<file path="src/rtl/dq_pkg.sv">
package dq_pkg;
   localparam int NGRP = 2;

   typedef enum logic [3:0] {
      RA_SRC      = 4'd0,
      RA_DST      = 4'd1,
      RA_LEN      = 4'd2,
      RA_REP      = 4'd3,
      RA_COMMIT   = 4'd4,
      RA_BUILD    = 4'd5,
      RA_LAUNCH0  = 4'd6,
      RA_LAUNCH1  = 4'd7,
      RA_STATUS   = 4'd8,
      RA_STALLCFG = 4'd9,
      RA_IRQMASK  = 4'd10,
      RA_IRQFLAG  = 4'd11,
      RA_RSTALL0  = 4'd12,
      RA_WSTALL0  = 4'd13,
      RA_RSTALL1  = 4'd14,
      RA_WSTALL1  = 4'd15
   } reg_addr_e;
endpackage

</file>
<file path="src/rtl/dq_slot_fifo.sv">
module dq_slot_fifo #(
   parameter int DEPTH = 20,
   parameter int DW    = 8,
   localparam int IDX_W = (DEPTH > 1) ? $clog2(DEPTH) : 1,
   localparam int CNT_W = $clog2(DEPTH + 1)
) (
   input  logic             clk,
   input  logic             rst_n,
   input  logic             push,
   input  logic [DW-1:0]    push_data,
   input  logic             push_tag,
   input  logic             issue,
   input  logic             retire,
   output logic             iss_valid,
   output logic [DW-1:0]    iss_data,
   output logic             iss_tag,
   output logic             ret_tag,
   output logic             outstanding,
   output logic [CNT_W-1:0] free_cnt
);
   localparam bit POW2 = ((DEPTH & (DEPTH - 1)) == 0);

   logic [DW-1:0]    mem [DEPTH];
   logic [DEPTH-1:0] tag_q;
   logic [IDX_W-1:0] ptr_q   [3];
   logic [IDX_W-1:0] ptr_nxt [3];
   logic [2:0]       ptr_adv;
   logic [CNT_W-1:0] occ_q, ucnt_q;

   assign ptr_adv = {retire, issue, push};

   // pointer 0: write, 1: issue, 2: retire
   for (genvar p = 0; p < 3; p++) begin : g_ptr
      if (POW2) begin : g_wrap_free
         assign ptr_nxt[p] = ptr_q[p] + 1'b1;
      end else begin : g_wrap_cmp
         assign ptr_nxt[p] = (ptr_q[p] == IDX_W'(DEPTH - 1)) ? '0 : ptr_q[p] + 1'b1;
      end
      always_ff @(posedge clk or negedge rst_n) begin
         if (!rst_n)          ptr_q[p] <= '0;
         else if (ptr_adv[p]) ptr_q[p] <= ptr_nxt[p];
      end
   end

   always_ff @(posedge clk) begin
      if (push) mem[ptr_q[0]] <= push_data;
   end

   always_ff @(posedge clk or negedge rst_n) begin
      if (!rst_n) begin
         tag_q  <= '0;
         occ_q  <= '0;
         ucnt_q <= '0;
      end else begin
         if (push) tag_q[ptr_q[0]] <= push_tag;
         if (push && !retire)      occ_q <= occ_q + 1'b1;
         else if (!push && retire) occ_q <= occ_q - 1'b1;
         if (push && !issue)       ucnt_q <= ucnt_q + 1'b1;
         else if (!push && issue)  ucnt_q <= ucnt_q - 1'b1;
      end
   end

   assign iss_valid   = (ucnt_q != '0);
   assign iss_data    = mem[ptr_q[1]];
   assign iss_tag     = tag_q[ptr_q[1]];
   assign ret_tag     = tag_q[ptr_q[2]];
   assign outstanding = (occ_q != ucnt_q);
   assign free_cnt    = CNT_W'(DEPTH) - occ_q;

   a_r3_no_push_full: assert property (@(posedge clk) disable iff (!rst_n)
      push |-> (occ_q < CNT_W'(DEPTH)));
   a_r4_issue_has_entry: assert property (@(posedge clk) disable iff (!rst_n)
      issue |-> (ucnt_q != '0));
   a_r6_retire_has_issued: assert property (@(posedge clk) disable iff (!rst_n)
      retire |-> outstanding);
   a_r6_free_step: assert property (@(posedge clk) disable iff (!rst_n)
      (retire && !push) |=> (free_cnt == CNT_W'($past(free_cnt) + 1'b1)));
   a_r6_free_balance: assert property (@(posedge clk) disable iff (!rst_n)
      (retire && push) |=> $stable(free_cnt));
endmodule

</file>
<file path="src/rtl/dq_grp_ctrl.sv">
module dq_grp_ctrl #(
   parameter int MAXN = 20,
   localparam int CW = $clog2(MAXN + 1)
) (
   input  logic          clk,
   input  logic          rst_n,
   input  logic          commit,
   input  logic          launch,
   input  logic          retire,
   input  logic          irq_clr,
   output logic [CW-1:0] cnt,
   output logic          launched,
   output logic          irq_pend
);
   logic empty_launch, last_retire;

   assign empty_launch = launch && !launched && (cnt == '0);
   assign last_retire  = retire && (cnt == CW'(1));

   always_ff @(posedge clk or negedge rst_n) begin
      if (!rst_n) begin
         cnt      <= '0;
         launched <= 1'b0;
         irq_pend <= 1'b0;
      end else begin
         if (commit && !retire)      cnt <= cnt + 1'b1;
         else if (!commit && retire) cnt <= cnt - 1'b1;
         if (last_retire)                   launched <= 1'b0;
         else if (launch && cnt != '0)      launched <= 1'b1;
         irq_pend <= (irq_pend && !irq_clr) || empty_launch || last_retire;
      end
   end

   a_r3_cnt_bound: assert property (@(posedge clk) disable iff (!rst_n)
      cnt <= CW'(MAXN));
   a_r3_no_commit_launched: assert property (@(posedge clk) disable iff (!rst_n)
      commit |-> !launched);
   a_r8_empty_launch_flag: assert property (@(posedge clk) disable iff (!rst_n)
      (launch && !launched && cnt == '0) |=> (irq_pend && !launched));
   a_r7_last_done_flag: assert property (@(posedge clk) disable iff (!rst_n)
      (retire && cnt == CW'(1)) |=> (irq_pend && !launched));
endmodule

</file>
<file path="src/rtl/dq_sat_ctr.sv">
module dq_sat_ctr #(
   parameter int W = 16
) (
   input  logic         clk,
   input  logic         rst_n,
   input  logic         clr,
   input  logic         inc,
   output logic [W-1:0] cnt
);
   always_ff @(posedge clk or negedge rst_n) begin
      if (!rst_n)                  cnt <= '0;
      else if (clr)                cnt <= '0;
      else if (inc && !(&cnt))     cnt <= cnt + 1'b1;
   end

   a_r9_saturate: assert property (@(posedge clk) disable iff (!rst_n)
      ((&cnt) && !clr) |=> (&cnt));
   a_r9_clear: assert property (@(posedge clk) disable iff (!rst_n)
      clr |=> (cnt == '0));
endmodule

</file>
<file path="src/rtl/dmaq_slot_queue.sv">
module dmaq_slot_queue
   import dq_pkg::*;
#(
   parameter int SLOTS       = 20,
   parameter int MAX_PER_GRP = 20,
   parameter int ADDR_W      = 32,
   parameter int LEN_W       = 16,
   parameter int REP_W       = 14,
   parameter int STALL_W     = 16
) (
   input  logic              clk,
   input  logic              rst_n,
   input  logic              reg_wr,
   input  logic [3:0]        reg_addr,
   input  logic [31:0]       reg_wdata,
   output logic [31:0]       reg_rdata,
   output logic              ag_valid,
   input  logic              ag_ready,
   output logic [ADDR_W-1:0] ag_src,
   output logic [ADDR_W-1:0] ag_dst,
   output logic [LEN_W-1:0]  ag_len,
   output logic [REP_W-1:0]  ag_reps,
   output logic              ag_grp,
   input  logic              ag_done,
   input  logic              rd_stall,
   input  logic              wr_stall,
   output logic [1:0]        irq
);
   localparam int DW    = 2 * ADDR_W + LEN_W + REP_W;
   localparam int CNT_W = $clog2(SLOTS + 1);
   localparam int GCW   = $clog2(MAX_PER_GRP + 1);

   if (SLOTS < 2 || SLOTS > 255) begin : g_bad_slots
      $error("SLOTS must lie in 2..255");
   end
   if (MAX_PER_GRP < 1 || MAX_PER_GRP > SLOTS) begin : g_bad_max
      $error("MAX_PER_GRP must lie in 1..SLOTS");
   end
   if (ADDR_W > 32 || LEN_W > 32 || REP_W > 32 || STALL_W > 32 || STALL_W < 2) begin : g_bad_w
      $error("field widths must not exceed the 32-bit register port");
   end

   logic [ADDR_W-1:0] stg_src, stg_dst;
   logic [LEN_W-1:0]  stg_len;
   logic [REP_W-1:0]  stg_rep;
   logic              build_sel, stall_en;
   logic [1:0]        irq_mask;

   logic [CNT_W-1:0]  free_cnt;
   logic              iss_valid, iss_tag, ret_tag, outstanding;
   logic [DW-1:0]     iss_data;

   logic [GCW-1:0]    grp_cnt  [NGRP];
   logic [NGRP-1:0]   grp_launched, grp_pending, grp_flag;
   logic [NGRP-1:0]   grp_commit, grp_launch, grp_retire, grp_clr;
   logic [STALL_W-1:0] stall_cnt [NGRP][2];

   logic commit_req, commit_ok, issue, stall_clr;

   function automatic logic wr_at(input logic [3:0] a, input reg_addr_e r);
      return (a == r);
   endfunction

   // staging and control registers
   always_ff @(posedge clk or negedge rst_n) begin
      if (!rst_n) begin
         stg_src   <= '0;
         stg_dst   <= '0;
         stg_len   <= '0;
         stg_rep   <= '0;
         build_sel <= 1'b0;
         stall_en  <= 1'b0;
         irq_mask  <= '0;
      end else if (reg_wr) begin
         if (wr_at(reg_addr, RA_SRC))      stg_src   <= reg_wdata[ADDR_W-1:0];
         if (wr_at(reg_addr, RA_DST))      stg_dst   <= reg_wdata[ADDR_W-1:0];
         if (wr_at(reg_addr, RA_LEN))      stg_len   <= reg_wdata[LEN_W-1:0];
         if (wr_at(reg_addr, RA_REP))      stg_rep   <= reg_wdata[REP_W-1:0];
         if (wr_at(reg_addr, RA_BUILD))    build_sel <= reg_wdata[0];
         if (wr_at(reg_addr, RA_STALLCFG)) stall_en  <= reg_wdata[0];
         if (wr_at(reg_addr, RA_IRQMASK))  irq_mask  <= reg_wdata[1:0];
      end
   end

   assign commit_req = reg_wr && wr_at(reg_addr, RA_COMMIT) && reg_wdata[0];
   assign commit_ok  = commit_req
                     && (free_cnt != '0)
                     && (grp_cnt[build_sel] != GCW'(MAX_PER_GRP))
                     && !grp_launched[build_sel]
                     && !grp_pending[!build_sel];
   assign stall_clr  = reg_wr && wr_at(reg_addr, RA_STALLCFG);

   dq_slot_fifo #(.DEPTH(SLOTS), .DW(DW)) u_fifo (
      .clk         (clk),
      .rst_n       (rst_n),
      .push        (commit_ok),
      .push_data   ({stg_src, stg_dst, stg_len, stg_rep}),
      .push_tag    (build_sel),
      .issue       (issue),
      .retire      (ag_done),
      .iss_valid   (iss_valid),
      .iss_data    (iss_data),
      .iss_tag     (iss_tag),
      .ret_tag     (ret_tag),
      .outstanding (outstanding),
      .free_cnt    (free_cnt)
   );

   for (genvar g = 0; g < NGRP; g++) begin : g_grp
      assign grp_commit[g] = commit_ok && (build_sel == 1'(g));
      assign grp_launch[g] = reg_wr && reg_wdata[0]
                           && wr_at(reg_addr, (g == 0) ? RA_LAUNCH0 : RA_LAUNCH1);
      assign grp_retire[g] = ag_done && (ret_tag == 1'(g));
      assign grp_clr[g]    = reg_wr && wr_at(reg_addr, RA_IRQFLAG) && reg_wdata[g];
      assign grp_pending[g] = (grp_cnt[g] != '0) && !grp_launched[g];

      dq_grp_ctrl #(.MAXN(MAX_PER_GRP)) u_ctrl (
         .clk      (clk),
         .rst_n    (rst_n),
         .commit   (grp_commit[g]),
         .launch   (grp_launch[g]),
         .retire   (grp_retire[g]),
         .irq_clr  (grp_clr[g]),
         .cnt      (grp_cnt[g]),
         .launched (grp_launched[g]),
         .irq_pend (grp_flag[g])
      );

      for (genvar k = 0; k < 2; k++) begin : g_stall
         logic hit;
         assign hit = stall_en && outstanding && (ret_tag == 1'(g))
                    && ((k == 0) ? rd_stall : wr_stall);
         dq_sat_ctr #(.W(STALL_W)) u_ctr (
            .clk   (clk),
            .rst_n (rst_n),
            .clr   (stall_clr),
            .inc   (hit),
            .cnt   (stall_cnt[g][k])
         );
      end
   end

   // issue side
   assign ag_valid = iss_valid && grp_launched[iss_tag];
   assign issue    = ag_valid && ag_ready;
   assign {ag_src, ag_dst, ag_len, ag_reps} = iss_data;
   assign ag_grp   = iss_tag;
   assign irq      = grp_flag & irq_mask;

   always_comb begin
      reg_rdata = '0;
      unique case (reg_addr)
         RA_SRC:      reg_rdata = 32'(stg_src);
         RA_DST:      reg_rdata = 32'(stg_dst);
         RA_LEN:      reg_rdata = 32'(stg_len);
         RA_REP:      reg_rdata = 32'(stg_rep);
         RA_BUILD:    reg_rdata = {31'd0, build_sel};
         RA_STATUS:   reg_rdata = {19'd0, grp_pending, grp_launched, build_sel, 8'(free_cnt)};
         RA_STALLCFG: reg_rdata = {31'd0, stall_en};
         RA_IRQMASK:  reg_rdata = {30'd0, irq_mask};
         RA_IRQFLAG:  reg_rdata = {30'd0, grp_flag};
         RA_RSTALL0:  reg_rdata = 32'(stall_cnt[0][0]);
         RA_WSTALL0:  reg_rdata = 32'(stall_cnt[0][1]);
         RA_RSTALL1:  reg_rdata = 32'(stall_cnt[1][0]);
         RA_WSTALL1:  reg_rdata = 32'(stall_cnt[1][1]);
         default:     reg_rdata = '0;
      endcase
   end

   a_r2_commit_takes_slot: assert property (@(posedge clk) disable iff (!rst_n)
      (commit_ok && !ag_done) |=> (free_cnt == CNT_W'($past(free_cnt) - 1'b1)));
   a_r3_reject_keeps_free: assert property (@(posedge clk) disable iff (!rst_n)
      (commit_req && !commit_ok && !ag_done) |=> $stable(free_cnt));
   a_r5_one_group_offered: assert property (@(posedge clk) disable iff (!rst_n)
      (ag_valid && outstanding) |-> (ag_grp == ret_tag || grp_launched[ret_tag]));
   a_r7_irq_masked: assert property (@(posedge clk) disable iff (!rst_n)
      $onehot0(irq) || (irq_mask == 2'b11));
endmodule

</file>
<file path="config.mk">
export PLATFORM = sky130hd
export DESIGN_NAME = dmaq_slot_queue
export DESIGN_NICKNAME = d
export VERILOG_FILES = /design/src/rtl/dq_pkg.sv /design/src/rtl/dq_slot_fifo.sv /design/src/rtl/dq_grp_ctrl.sv /design/src/rtl/dq_sat_ctr.sv /design/src/rtl/dmaq_slot_queue.sv
export SDC_FILE = /design/constraint.sdc
export NUM_CORES = 2
export LEC_CHECK = 0
export CORE_MARGIN = 2
export CORE_UTILIZATION = 59
export CTS_BUF_LIST = sky130_fd_sc_hd__clkbuf_8
export DETAILED_ROUTE_END_ITERATION = 10
export DONT_BUFFER_PORTS = 1
export GPL_TIMING_DRIVEN = 0
export PLACE_DENSITY = 0.78
export SLEW_MARGIN = 20
export SYNTH_ARGS = -nofsm -noshare
export SYNTH_HDL_FRONTEND = slang
export SYNTH_SLANG_ARGS = --single-unit
</file>
<file path="constraint.sdc">
create_clock -name clk -period 5 [get_ports clk]
set_input_delay 1 -clock clk [delete_from_list [all_inputs] [get_ports clk]]
set_output_delay 1 -clock clk [all_outputs]
set_load 0.01 [all_outputs]
</file>
# Word-level counts from Yosys, hierarchy flattened
# Memory sizes are Yosys's and may differ from the RTL's.
# Cells that the tools add are included.
[totals] regBits=221 ram_bits=1880 output_inout_bits=130 mem_count=1
[classes] add_sub_neg=16 magnitude_cmp=8 n_eq_ne=22 muxes=42 bitwise_logic=4 n_reduce_logical=101
[mem_list] name="u_fifo.mem" words=20 width=94 read_ports=1 rd_ports_with_merged_regs=0 write_ports=1 line="dq_slot_fifo.sv:23" text="logic [DW-1:0] mem [DEPTH];"
[ops] op="$pmux W32 S13" n=1
[ops] op="$mux W16" n=8
[ops] op="$mux W5" n=14
[ops] op="$add A16 B1 Y16 const B" n=4
[ops] op="$reduce_and A16 Y1" n=4
[ops] op="$logic_and A1 B1 Y1" n=51
[ops] op="$add A5 B1 Y5 const B" n=7
[ops] op="$eq A4 B4 Y1 const B" n=8
[ops] op="$bwmux W20" n=1
[ops] op="$reduce_bool A2 Y1" n=10
[ops] op="$reduce_bool A5 Y1" n=4
[ops] op="$sub A5 B1 Y5 const B" n=4
[ops] op="$logic_not A1 Y1" n=18
[ops] op="$lt A5 B6 Y1 const B" n=3
[ops] op="$eq A4 B3 Y1 const B" n=4
[ops] op="$eq A5 B5 Y1 const B" n=3
[ops] op="$mux W1" n=15
[ops] op="$reduce_and A2 Y1" n=7
[ops] op="$bmux W1 S5" n=2
[ops] op="$eq A5 B1 Y1 const B" n=2
[ops] op="$logic_not A5 Y1" n=2
[ops] op="$eq A4 B2 Y1 const B" n=2
[ops] op="$lt A1 B2 Y1 const B" n=3
[ops] op="$demux W1 S5" n=1
[ops] op="other kinds (11)" n=15

# Longest topological paths before layout
[depth] word_depth=13 depth_mapped=15 ltp_nobuf=14

# By module
# A second synthesis with hierarchy kept.
[hier_totals] hier_cells=4426 hier_area_um2=83262.4
[modules_own_cells] mod="dq_slot_fifo" instances=1 cells_per_inst=3558 area_per_inst_um2=73674.4 seq_area_each_um2=57580.2
[modules_own_cells] mod="dmaq_slot_queue" instances=1 cells_per_inst=410 area_per_inst_um2=5113.7 seq_area_each_um2=2452.4
[modules_own_cells] mod="dq_sat_ctr" instances=4 cells_per_inst=95 area_per_inst_um2=919.6 seq_area_each_um2=400.4
[modules_own_cells] mod="dq_grp_ctrl" instances=2 cells_per_inst=39 area_per_inst_um2=397.9 seq_area_each_um2=175.2

# Least setup slack after synthesis
# No wires, ideal clock.
[synth_path] path_kind="input -> register" start="input port reg_addr[2]" end="register u_fifo.tag_q[12]" t_arrival_ns=5.100 t_required_ns=4.869 path_slack_ns=-0.231 path_stages=8 path_cell_list="clkbuf_1 > and4b_1 > nand2_1 > a31oi_1 > o221a_2 > buf_1 > and3_1 > mux2_2"
[synth_via] elab_chain_cells=7
[synth_rtl] element="from (decl)" line="dmaq_slot_queue.sv:14" text="input logic [3:0] reg_addr,"
[synth_rtl] element="$eq A4 B3 Y1" line="dmaq_slot_queue.sv:61" text="return (a == r);"
[synth_rtl] element="$logic_and A1 B1 Y1 (2 in a row)" line="dmaq_slot_queue.sv:85" text="assign commit_req = reg_wr && wr_at(reg_addr, RA_COMMIT) && reg_wdata[0];"
[synth_rtl] element="$logic_and A1 B1 Y1" line="dmaq_slot_queue.sv:87" text="&& (free_cnt != '0)"
[synth_rtl] element="$logic_and A1 B1 Y1" line="dmaq_slot_queue.sv:88" text="&& (grp_cnt[build_sel] != GCW'(MAX_PER_GRP))"
[synth_rtl] element="$logic_and A1 B1 Y1" line="dmaq_slot_queue.sv:89" text="&& !grp_launched[build_sel]"
[synth_rtl] element="$logic_and A1 B1 Y1" line="dmaq_slot_queue.sv:90" text="&& !grp_pending[!build_sel];"
[synth_rtl] element="via commit_ok" line="dmaq_slot_queue.sv:58" text="logic commit_req, commit_ok, issue, stall_clr;"
[synth_rtl] element="to (signal, indexed assignment)" line="dq_slot_fifo.sv:55" text="if (push) tag_q[ptr_q[0]] <= push_tag;"
[synth_rtl] element="to (decl)" line="dq_slot_fifo.sv:24" text="logic [DEPTH-1:0] tag_q;"
# The timed path passes the listed nets, and every way through them passes these cells.
# A chain may end at the register's enable or synchronous reset.

# Worst setup path after layout
[layout_path] start="register u_fifo.ptr_q[5] (netlist bit)" end="output port ag_len[0]"
[layout_via] elab_chain_cells=1
[layout_rtl] element="from (decl)" line="dq_slot_fifo.sv:25" text="logic [IDX_W-1:0] ptr_q [3];"
[layout_rtl] element="from (signal, indexed assignment)" line="dq_slot_fifo.sv:41" text="else if (ptr_adv[p]) ptr_q[p] <= ptr_nxt[p];"
[layout_rtl] element="$mem_v2 Z20 W94"
[layout_rtl] element="to (decl)" line="dmaq_slot_queue.sv:21" text="output logic [LEN_W-1:0] ag_len,"
# No other way between the ends.

==> qor.csv <==
metric,value,unit
slew-limit-headroom,0.2557,
synth-edff-count,1880,
crit_path_max_cell_delay,0.59,ns
cp.required,4.00,ns
cellInternalPower,33260,uW
die_w,377.6,um
drt_drc_violations_left,0,
critPathBufInv,3,
fin_ws,0.09547,ns
grt_remaining_overflow,0,
drt_pre_antenna_iters,6,
synth_warnings,0,
yosysTopAreaCell,sky130_fd_sc_hd__edfxtp_1,
boundary_pins,173,
failed_checks,negative hold slack,
cap_viol_max_count,0,
place.detailed.hpwl,130.2,mm
yosys_most_used_dff,sky130_fd_sc_hd__edfxtp_1,
gr-usage-all-layers,0.2990,
layout-area-overhead-vs-synth,12.07,%
timing.setup.tns,0,ns
cts_num_sinks,2101,
finalMaxSlewViolations,0,
pin_count_of_the_biggest_net_entering_global_routing,222,
start_util,0.5924,
die_height,377.6,um
dieArea,0.1426,mm^2
proportion_of_register_bits_with_asynchronous_set_or_reset_after_synthesis,0.1052,
min-delay-path-class,in2async,
via_count,42032,
rr_startpoint,u_fifo.ptr_q[5],
grt_pass1_wl,298.0,mm
ff2ff_setup_slack,0.80,ns
synth_area_leaders,"sky130_fd_sc_hd__edfxtp_1, sky130_fd_sc_hd__mux4_2, sky130_fd_sc_hd__dfrtp_1",
max_freq,203.9,MHz
worstPathArrival,3.90,ns
syn_inst,3731,
placement_rows,137,
cellLeakagePower,0.03046,uW
synth_area,0.08235,mm^2
design.final.nets,4191,
power.ir.vdd_worst,0.0003254,V
combinationalPowerShare,0.271,
critical-path-slowest-cell,sky130_fd_sc_hd__mux4_2,
finClkSkew,0.05638,ns
leading_cell_type_in_the_layout_fill_and_taps_excluded,sky130_fd_sc_hd__edfxtp_1,
number_of_vias_per_cell,6.741,
design.core.area,0.1390,mm^2
cts-buffers-inserted,331,
power_density,522.9,mW/mm^2
yosys_register_bits,2101,
synth_cell_type_count,59,
numPortBuffers,0,
rr_worst_depth,16,
cpLargestDelayFamily,multiplexers,
clock_power_share,0.271,
sequentialPowerShare,0.458,
yosysSeqAreaShare,0.7527,
startpoint_type,flop,
design_power_total,48260,uW
first_global_vias,42150,
routabilityCongestion,0.9467,
cts_buffer_depth,4,
final_layout_size_suffix_gt1_frac,0.3204,
setup.worst_path.end_class,primary output,
ctsHtreeMaxLevel,5,
detailed_route_wl,209.9,mm
routed_wire_length_per_instance,33.67,um
run_status,"complete, but fails checks",
grt_antenna_before_repair,10,
final_hold_viol_count,221,
fillers,8488,
critical_path.reg2reg.endpoint,u_fifo.ucnt_q[4],
post-place-ws,-0.2785,ns
tritoncts,yes,
initialDrtViolationCount,6521,
worst-path-max-fanout,10,
postSynthNetCount,3804,
timing.final.crit_period,4.905,ns
final_min_period_over_clock_period,0.9809,
synthDominantCellAreaShare,0.6855,
synthesis.area_per_instance,22.07,um^2
critical_path.cell_chain,clkbuf_4 -> clkbuf_4 -> buf_4 -> mux4_2 -> mux4_2 -> mux2_2,
cts.root.buffer_cell,sky130_fd_sc_hd__clkbuf_8,
category_of_the_critical_setup_timing_path,reg2out,
p_sw_frac,0.3109,
tightest_slew,1.108,ns
finalSetupViolCount,0,
path_clk_slew,0.07,ns
ant_nets,0,
layout_common_cells,"sky130_fd_sc_hd__edfxtp_1, sky130_fd_sc_hd__mux4_2, sky130_fd_sc_hd__clkbuf_8",
clkLatencyLatePin,1.02,ns
power_switching,15010,uW
worst_hold_slack,-0.2750,ns
-- cell type report --
class / instances / area [um^2] / area share
Antenna cell: 14 / 35.03 / 0.0003796
Tap cell: 1876 / 2347 / 0.02543
Timing Repair Buffer: 56 / 1296 / 0.01404
Inverter: 28 / 105.1 / 0.001139
Buffer: 189 / 1075 / 0.01165
Multi-Input combinational cell: 1411 / 19650 / 0.2129
Clock buffer: 347 / 4776 / 0.05175
Clock inverter: 213 / 1026 / 0.01112
Sequential cell: 2101 / 61990 / 0.6716
-- logic make-up (layout without fill, tap and decap cells) --
| logic type | after synthesis | count (layout) | share of synthesized area |
|---|---|---|---|
| AND/OR/NAND/NOR | 340 | 340 | 0.02118 |
| flip-flops | 2101 | 2101 | 0.7527 |
| adder cells (fa/ha/maj) | 30 | 30 | 0.004740 |
| XOR/XNOR | 82 | 82 | 0.008721 |
| other | 0 | 14 | 0 |
| buffers and inverters | 219 | 833 | 0.01024 |
| multiplexers | 806 | 806 | 0.1889 |
| AO/OA/AOI/OAI | 153 | 153 | 0.01352 |
-- repair_timing --
action                                  in CTS  in global routing
endpoints found under the setup margin      94                 72
hold endpoints to repair                   221                221
gates resized for setup                    233                 20
cloned                                       0                  0
buffers inserted                             0                  0
-- metrics by stage --
step | cell area, um^2 | utilization | instances
6_report | 92290 | 0.6639 | 6235
4_1_cts | 92220 | 0.6634 | 6222
2_1_floorplan | 82370 | - | 3731
3_3_place_gp | 84710 | 0.6094 | 5607
5_1_grt | 92290 | 0.6639 | 6233
3_5_place_dp | 86140 | 0.6196 | 5663
-- Yosys cell counts (all sizes together), types with 30 or more instances --
cell type and count:
nand2 64, xor2 34, dfrtp 221, nand3 43, mux4 575, mux2 220, clkbuf 132, buf 59
edfxtp 1880, nor2 77, xnor2 48, a22oi 30, nor3 38
-- worst max-delay path by stage --
stage,from,endpoint,slack [ns],cells past startpoint
after global placement,reg_wr,u_fifo.tag_q[0],-3.34,7
final,u_fifo.ptr_q[5],ag_len[0],0.1,6
after detailed placement,u_fifo.ptr_q[5],ag_src[14],-0.28,7
after global routing,u_fifo.ptr_q[5],ag_reps[11],-0.003,6
after floorplan,reg_addr[2],u_fifo.tag_q[10],0.11,7
after CTS,u_fifo.ptr_q[5],ag_dst[31],-0.09,6
-- power groups by stage --
stage	Clock, uW	Combinational [uW]	Sequential, uW
floorplan	0	8980	21600
global placement	0	12700	22200
detailed placement	0	13000	22400
CTS	13200	13200	22000
global route	13900	13800	22200
finish	13100	13100	22100
-- sequential cells by signal, summed over array words and instances (netlist names), 5 cells and up --
name / cells
stg_dst: 32
stg_rep: 14
g_grp.g_stall.u_ctr.cnt: 64
stg_len: 16
u_fifo.ptr_q: 15
u_fifo.ucnt_q: 5
g_grp.u_ctrl.cnt: 10
stg_src: 32
u_fifo.tag_q: 20
u_fifo.mem: 1880
u_fifo.occ_q: 5
-- layer usage --
| metal | track usage | up-vias | wire length [um] |
|---|---|---|---|
| li1 | - | 16504 | - |
| met1 | 0.4109 | 22074 | 76060 |
| met2 | 0.4641 | 2979 | 100100 |
| met3 | 0.09105 | 469 | 26520 |
| met4 | 0.09955 | 6 | 7162 |
| met5 | 0 | - | 116 |
Power figures use the tool's default switching activity.
